<file path="config.mk">
export PLATFORM = sky130hd
export DESIGN_NAME = i2c_tgt_addr_ctl
export DESIGN_NICKNAME = d
export VERILOG_FILES = /design/src/rtl/i2c_tgt_pkg.sv /design/src/rtl/tgt_wr_gate.sv /design/src/rtl/tgt_cfg_reg.sv /design/src/rtl/tgt_hdr_gen.sv /design/src/rtl/i2c_tgt_addr_ctl.sv
export SDC_FILE = /design/constraint.sdc
export NUM_CORES = 1
export LEC_CHECK = 0
export BUFFER_PORTS_ARGS = -buffer_cell sky130_fd_sc_hd__clkbuf_2
export CAP_MARGIN = 20
export CORE_ASPECT_RATIO = 1.75
export CORE_MARGIN = 2
export CORE_UTILIZATION = 36
export CTS_CLUSTER_DIAMETER = 60
export CTS_CLUSTER_SIZE = 30
export DETAILED_ROUTE_END_ITERATION = 6
export GPL_TIMING_DRIVEN = 0
export PLACE_DENSITY = 0.77
export SYNTH_ARGS = -nofsm -noshare
export SYNTH_HDL_FRONTEND = slang
export SYNTH_SLANG_ARGS = --single-unit
export TNS_END_PERCENT = 10
</file>
<file path="constraint.sdc">
create_clock -name clk -period 1.85 [get_ports clk]
set_input_delay 0 -clock clk [delete_from_list [all_inputs] [get_ports clk]]
set_output_delay 0 -clock clk [all_outputs]
set_load 0.005 [all_outputs]
</file>
<file path="src/rtl/i2c_tgt_pkg.sv">
package i2c_tgt_pkg;

    localparam int TGT_AW    = 10;
    localparam int BUS_DW    = 32;
    localparam int FIELD_W   = TGT_AW + 3;

    typedef struct packed {
        logic              ten_bit;
        logic              special;
        logic              sel_start;
        logic [TGT_AW-1:0] addr;
    } tgt_cfg_t;

    typedef enum logic [1:0] {
        HK_SEVEN = 2'd0,
        HK_TEN   = 2'd1,
        HK_GCALL = 2'd2,
        HK_SBYTE = 2'd3
    } hdr_kind_e;

    typedef struct packed {
        logic [7:0] b0;
        logic [7:0] b1;
        logic       two;
    } hdr_t;

    function automatic tgt_cfg_t unpack_cfg(input logic [BUS_DW-1:0] d);
        tgt_cfg_t c;
        c.addr      = d[TGT_AW-1:0];
        c.sel_start = d[TGT_AW];
        c.special   = d[TGT_AW+1];
        c.ten_bit   = d[TGT_AW+2];
        return c;
    endfunction

    function automatic logic [BUS_DW-1:0] pack_cfg(input tgt_cfg_t c);
        logic [BUS_DW-1:0] d;
        d = '0;
        d[FIELD_W-1:0] = c;
        return d;
    endfunction

    function automatic hdr_kind_e classify(input tgt_cfg_t c);
        if (c.special) return c.sel_start ? HK_SBYTE : HK_GCALL;
        return c.ten_bit ? HK_TEN : HK_SEVEN;
    endfunction

endpackage

</file>
<file path="src/rtl/tgt_wr_gate.sv">
module tgt_wr_gate #(
    parameter int                BUS_AW     = 8,
    parameter logic [BUS_AW-1:0] REG_OFFSET = 8'h04
) (
    input  logic              reg_wr,
    input  logic [BUS_AW-1:0] reg_addr,
    input  logic              ctl_en,
    input  logic              mst_mode,
    input  logic              mst_busy,
    input  logic              txf_empty,
    output logic              hit,
    output logic              commit
);
    logic idle_master;

    always_comb begin
        hit         = (reg_addr == REG_OFFSET);
        idle_master = mst_mode && !mst_busy && txf_empty;
        commit      = reg_wr && hit && (!ctl_en || idle_master);
    end
endmodule

</file>
<file path="src/rtl/tgt_cfg_reg.sv">
module tgt_cfg_reg
    import i2c_tgt_pkg::*;
#(
    parameter logic [TGT_AW-1:0] RST_ADDR = 10'h055,
    parameter logic              RST_TEN  = 1'b1
) (
    input  logic              clk,
    input  logic              rst,
    input  logic              commit,
    input  logic              wr_attempt,
    input  logic              blocked,
    input  logic [BUS_DW-1:0] wdata,
    output tgt_cfg_t          cfg
);
    always_ff @(posedge clk) begin
        if (rst) begin
            cfg.addr      <= RST_ADDR;
            cfg.sel_start <= 1'b0;
            cfg.special   <= 1'b0;
            cfg.ten_bit   <= RST_TEN;
        end else if (commit) begin
            cfg <= unpack_cfg(wdata);
        end
    end

    AST_BLOCKED_WRITE_HOLDS: assert property (@(posedge clk) disable iff (rst)
        (wr_attempt && blocked) |=> $stable(cfg));
endmodule

</file>
<file path="src/rtl/tgt_hdr_gen.sv">
module tgt_hdr_gen
    import i2c_tgt_pkg::*;
(
    input  logic     clk,
    input  logic     rst,
    input  tgt_cfg_t cfg,
    input  logic     rw,
    output hdr_t     hdr,
    output logic     gcall
);
    localparam logic [4:0] TEN_PREFIX = 5'b11110;

    hdr_kind_e kind;

    always_comb begin
        kind   = classify(cfg);
        gcall  = (kind == HK_GCALL);
        hdr    = '0;
        unique case (kind)
            HK_SEVEN: hdr.b0 = {cfg.addr[6:0], rw};
            HK_TEN: begin
                hdr.b0  = {TEN_PREFIX, cfg.addr[TGT_AW-1:8], rw};
                hdr.b1  = cfg.addr[7:0];
                hdr.two = 1'b1;
            end
            HK_GCALL: hdr.b0 = 8'h00;
            HK_SBYTE: hdr.b0 = 8'h01;
            default:  hdr    = '0;
        endcase
    end

    AST_GCALL_BYTE_ZERO: assert property (@(posedge clk) disable iff (rst)
        (cfg.special && !cfg.sel_start) |-> (hdr.b0 == 8'h00 && !hdr.two));
    AST_TWO_HAS_PREFIX: assert property (@(posedge clk) disable iff (rst)
        hdr.two |-> (hdr.b0[7:3] == TEN_PREFIX && cfg.ten_bit));
endmodule

</file>
<file path="src/rtl/i2c_tgt_addr_ctl.sv">
module i2c_tgt_addr_ctl
    import i2c_tgt_pkg::*;
#(
    parameter int                BUS_AW     = 8,
    parameter logic [BUS_AW-1:0] REG_OFFSET = 8'h04,
    parameter logic [TGT_AW-1:0] RST_ADDR   = 10'h055,
    parameter logic              RST_TEN    = 1'b1
) (
    input  logic              clk,
    input  logic              rst,
    input  logic              reg_wr,
    input  logic              reg_rd,
    input  logic [BUS_AW-1:0] reg_addr,
    input  logic [BUS_DW-1:0] reg_wdata,
    output logic [BUS_DW-1:0] reg_rdata,
    input  logic              ctl_en,
    input  logic              mst_mode,
    input  logic              mst_busy,
    input  logic              txf_empty,
    input  logic              cmd_valid,
    input  logic              cmd_read,
    output logic [7:0]        hdr_byte0,
    output logic [7:0]        hdr_byte1,
    output logic              hdr_two,
    output logic              gcall_mode,
    output logic              abort_pulse
);
    logic     hit;
    logic     commit;
    logic     blocked;
    tgt_cfg_t cfg;
    hdr_t     hdr;

    tgt_wr_gate #(.BUS_AW(BUS_AW), .REG_OFFSET(REG_OFFSET)) u_gate (
        .reg_wr    (reg_wr),
        .reg_addr  (reg_addr),
        .ctl_en    (ctl_en),
        .mst_mode  (mst_mode),
        .mst_busy  (mst_busy),
        .txf_empty (txf_empty),
        .hit       (hit),
        .commit    (commit)
    );

    assign blocked = ctl_en && (!mst_mode || mst_busy || !txf_empty);

    tgt_cfg_reg #(.RST_ADDR(RST_ADDR), .RST_TEN(RST_TEN)) u_reg (
        .clk        (clk),
        .rst        (rst),
        .commit     (commit),
        .wr_attempt (reg_wr && hit),
        .blocked    (blocked),
        .wdata      (reg_wdata),
        .cfg        (cfg)
    );

    tgt_hdr_gen u_hdr (
        .clk   (clk),
        .rst   (rst),
        .cfg   (cfg),
        .rw    (cmd_read),
        .hdr   (hdr),
        .gcall (gcall_mode)
    );

    always_comb begin
        reg_rdata = (reg_rd && hit) ? pack_cfg(cfg) : '0;
        hdr_byte0 = hdr.b0;
        hdr_byte1 = hdr.b1;
        hdr_two   = hdr.two;
    end

    always_ff @(posedge clk) begin
        if (rst) abort_pulse <= 1'b0;
        else     abort_pulse <= cmd_valid && cmd_read && gcall_mode;
    end

    AST_RSVD_READS_ZERO: assert property (@(posedge clk) disable iff (rst)
        reg_rdata[BUS_DW-1:FIELD_W] == '0);
    AST_ABORT_NEEDS_READ: assert property (@(posedge clk) disable iff (rst)
        abort_pulse |-> $past(cmd_valid && cmd_read));
    AST_OFF_ADDR_NO_WRITE: assert property (@(posedge clk) disable iff (rst)
        (reg_wr && !hit) |=> $stable(cfg));
endmodule

</file>
* Word level (Yosys, flattened, before mapping)
Cells that the tools add are included.
** Word-level totals
- Register bits :: 14
- Latch bits :: 0
- Bits in writable memories :: 0
- Bits in read-only memories :: 0
- Bits of input ports :: 50
- Output and inout bits :: 51
- Word-level logic and storage cells :: 28
- Memories :: 0
** Cells by class
- Add/sub/neg operators :: 0
- Multiply operators :: 0
- Div/mod/pow operators :: 0
- Order comparisons :: 0
- Equal/unequal tests :: 4
- Shifts and indexed selects :: 0
- Multiplexer cells :: 8
- Bitwise operators :: 0
- Reductions and logical operators :: 11
** Operator list (count)
- $pmux W8 S4 :: 1
- $mux W13 :: 1
- $mux W9 :: 1
- $eq A8 B3 Y1 const B :: 1
- $logic_and A1 B1 Y1 :: 7
- $eq A2 B2 Y1 const B :: 2
- $mux W2 :: 2
- $mux W1 :: 3
- $eq A2 B1 Y1 const B :: 1
- $logic_not A1 Y1 :: 2
- $logic_not A2 Y1 :: 1
- $logic_or A1 B1 Y1 :: 1

* Logic depth before layout (Yosys ltp)
- Depth in word-level cells :: 5
- Gate-level depth with buffers :: 4
- Gate-level depth less buffers :: 3

* By module
Synthesis repeated with hierarchy kept, for this count alone.
** Unflattened totals
- Cells, all modules :: 115
- Area total of the unflattened synthesis :: 1011.0 µm²
** Modules (own cells, without submodules)
- tgt_cfg_reg :: instances 1, cells an instance 42, area an instance 481.7 µm², sequential area each 260.2 µm²
- i2c_tgt_addr_ctl :: instances 1, cells an instance 40, area an instance 296.5 µm², sequential area each 20.0 µm²
- tgt_hdr_gen :: instances 1, cells an instance 27, area an instance 173.9 µm², sequential area each 0.0 µm²
- tgt_wr_gate :: instances 1, cells an instance 6, area an instance 58.8 µm², sequential area each 0.0 µm²

* Least setup slack after synthesis
OpenSTA, ideal clock, no wires.
- Path kind :: input-to-reg
- Start :: input reg_addr[5]
- End :: register u_reg.cfg[0] (netlist name)
- Library setup time :: 72 ps
- Arrival time :: 1391 ps
- Data required time :: 1778 ps
- Path slack :: 388 ps
- Stages :: 4
- Path buffers :: 1
- Cells stage by stage :: or4_4 -> a2111oi_4 -> buf_6 -> mux2i_1
** Between the ends
- Longest elaborated chain between the ends :: 3
** Ends and longest elaborated chain
- start, declared :: RTL line i2c_tgt_addr_ctl.sv:13 : input logic [BUS_AW-1:0] reg_addr,
- $eq A8 B3 Y1 :: RTL line tgt_wr_gate.sv:17 : hit = (reg_addr == REG_OFFSET);
- $logic_and A1 B1 Y1 (2 in a row) :: RTL line tgt_wr_gate.sv:19 : commit = reg_wr && hit && (!ctl_en || idle_master);
Every way passes these cells.
A chain may end at the register's enable or synchronous reset.

* Worst setup path after layout
- Start :: input reg_addr[5]
- End :: output reg_rdata[9]
** Between the ends
- Longest elaborated chain between the ends :: 3
** Ends and longest elaborated chain
- $eq A8 B3 Y1 :: RTL line tgt_wr_gate.sv:17
- $logic_and A1 B1 Y1 :: RTL line i2c_tgt_addr_ctl.sv:67 : reg_rdata = (reg_rd && hit) ? pack_cfg(cfg) : '0;
- $mux W13 :: RTL line i2c_tgt_addr_ctl.sv:67
- end, declared :: RTL line i2c_tgt_addr_ctl.sv:15 : output logic [BUS_DW-1:0] reg_rdata,
Every way passes these cells.

==> results.yml <==
outcome:
  status: "complete, no violations"
setup_path:
  r2r-end: "u_reg.cfg[11]"
  cp_num_buf_inv: 3
  cp_cell_sequence: "clkbuf_2 > or4_4 > nor3_1 > clkbuf_1 > and2_1 > clkbuf_2"
  worstSetupStartpointType: "primary input"
  crit_top_cell: "clkbuf_2"
  critical_path_arrival_ps: 1630
  cp.required_ps: 1850
  critical-path-top-delay-family: "simple AND/OR/NAND/NOR gates"
  rr_worst_depth: 3
  slowest_stage: "or4_4"
  path_max_fanout: 10
  r2r_start: "u_reg.cfg[11]"
  r2r_slack_ps: 790
  max_stage_delay_ps: 550
  cp-end-kind: "output port"
  worst-setup-path-type: "in -> out"
timing:
  fin_tns_setup_ps: 0
  timing.fmax_mhz: 613
  slew_viol_final: 0
  timing.final.ws_setup_ps: 218
  finClkSkew_ps: 0.0472
  rsz0062_at_grt: "no"
  setup_viol: 0
  final.min_clock_period_ps: 1630
  hold_violations: 0
  finalCritPeriodShare_pct: 88.2
die:
  row_count: 25
  die_area_um2: 3320
  die_x_um: 44.4
  core_area_um2: 2720
  start_util_pct: 37.8
  ioPinCount: 101
  fp.dieH_um: 74.8
power:
  ir_drop_mv: 0.461
  p_int_mw: 0.513
  power.clock.fraction_pct: 37.3
  p_seq_share_pct: 46.4
  power_leakage_nw: 0.779
  p_sw_share_pct: 21.3
  power_density_nw_per_um2: 430
  pwr-share-comb_pct: 16.4
  p_sw_mw: 0.139
  total_power_mw: 0.652
placement:
  dpl-instance-area_um2: 1440
  place_congestion: 0.736
  post-dp-hpwl_mm: 2.02
  post-place-ws_ps: 182
  place.port_buffers: 61
clocking:
  postCtsSetupBuffers: 0
  clk_latency_ps: 240
  clkTransAtPathRegs_ps: 50
  clockRootBuffer: "clkbuf_8"
  htreeDepth: 1
  cts_tree: "built"
  cts.sinks: 14
  cts_inserted_buffers: 3
  cts.path.max_buffers: 2
  cts_resized: 0
hold_path:
  holdPathEnd: "abort_pulse"
  min-delay-start: "cmd_read"
  min_path_type: "in -> reg"
  hold_path_depth: 3
routing:
  antenna_left: 0
  routed_via_density: 4.20
  wl_per_cell_um: 10.1
  via_count: 1004
  dr.first_iter.drc_count: 2
  drtPass1Iterations: 2
  wirelength_mm: 2.41
  drc: 0
finish:
  n_antenna_cell: 0
  design_area_um2: 1510
  area_growth_pct: 47.0
  final_common_cell: "clkbuf_2"
  drive_gt1_share_pct: 41.0
  final_cell_mix: "61 x clkbuf_2, 21 x nor2_1, 21 x and2_1"
  layout.nets: 264
  fillCellCount: 289
synth:
  ys_types: 19
  ys_warn_count: 0
  avgSynthCellArea_um2: 8.11
  yosysSeqAreaShare_pct: 27.2
  synthCells: 127
  ys_ff_latch: 14
  netlist_area_um2: 1030
global_route:
  grt-ovfl-total: 0
  grt_first_pass_wirelength_mm: 3.85
  grt_max_degree: 11
  grt_pass1_vias: 970
  antenna_found_initial: 0
  track_usage_pct: 15.5
flow_run:
  maxCapViolCount: 0
-- kinds of logic after synthesis --
| family | after synthesis | share of synthesized area (%) |
|---|---|---|
| AO/OA/AOI/OAI | 1 | 2.67 |
| buffers and inverters | 29 | 18.2 |
| flip-flops | 14 | 27.2 |
| multiplexers | 16 | 15.7 |
| other | 1 | 0.364 |
| AND/OR/NAND/NOR | 66 | 35.8 |
-- worst max path at each step --
stage / startpoint / endpoint / slack [ps] / cells past startpoint
final: reg_addr[5] / reg_rdata[9] / 220 / 6
after global routing: reg_addr[5] / reg_rdata[10] / 40 / 6
after CTS: u_reg.cfg[12] / hdr_byte1[0] / 140 / 5
after detailed placement: reg_addr[5] / u_reg.cfg[10] / 180 / 5
after global placement: reg_addr[5] / reg_rdata[10] / 180 / 6
after floorplan: reg_addr[5] / u_reg.cfg[0] / 390 / 4
-- cells in the mapped netlist --
| cell | instances | area share, % |
|---|---|---|
| or4b_1 | 1 | 0.97 |
| or4_4 | 1 | 1.1 |
| mux2_2 | 1 | 1.1 |
| nand3_1 | 1 | 0.49 |
| mux2i_1 | 15 | 15 |
| nand3b_1 | 1 | 0.73 |
| inv_1 | 2 | 0.73 |
| nor2b_1 | 2 | 1.2 |
| nand2b_1 | 16 | 9.7 |
| and2_1 | 21 | 13 |
| dfxtp_1 | 14 | 27 |
| a2111oi_4 | 1 | 2.7 |
| conb_1 | 1 | 0.36 |
| buf_4 | 19 | 14 |
| nor3_1 | 1 | 0.49 |
| nor3b_1 | 1 | 0.73 |
| nor2_1 | 21 | 7.7 |
| clkbuf_1 | 7 | 2.6 |
| buf_6 | 1 | 1.1 |
-- power groups by stage --
stage / clock network, mW / logic, mW / registers (mW)
6_report: 0.243 / 0.107 / 0.302
5_1_grt: 0.256 / 0.120 / 0.302
4_1_cts: 0.249 / 0.106 / 0.302
3_5_place_dp: 0 / 0.0997 / 0.309
3_3_place_gp: 0 / 0.0990 / 0.309
2_1_floorplan: 0 / 0.0629 / 0.308
-- state kept, by name, indices dropped and copies added, names as in the netlist --
name / cells
u_reg.cfg: 13
abort_pulse: 1
-- layout make-up --
cell class	count	area (um2)	share of cell area, %
plain buffers	26	176	11.7
clock buffers	3	41.3	2.73
inverters	2	7.51	0.496
multi-input cells	102	629	41.6
flip-flops and latches	14	280	18.5
well taps	27	33.8	2.23
repair buffers	65	345	22.8
-- layer usage --
metal	part of all wire, %	vias up	GRT usage (%)
met3	7.4	4	0.959
met1	35	422	14.9
met2	55	48	30.9
met5	0	-	0
li1	-	530	-
met4	2.4	0	9.09
-- stage by stage --
step	std cells	utilization, %	hold WS (ps)
2_1_floorplan	145	-	126
3_3_place_gp	233	52.8	233
3_5_place_dp	233	52.8	239
4_1_cts	240	55.8	7.86
5_1_grt	239	55.6	12.8
6_report	239	55.6	1.22
-- worst reg2reg max path: cells and delay by family (launching register included) --
family        cells  cell delay (ps)
flops             1              350
buf+inv           1              400
mux               1              140
simple gates      1              100
-- timing repair --
item                       CTS  global route
setup endpoints to repair    0             2
hold endpoints to repair     4             0
hold buffers                 4             0
No activity file was read; power rests on OpenSTA's default activity.
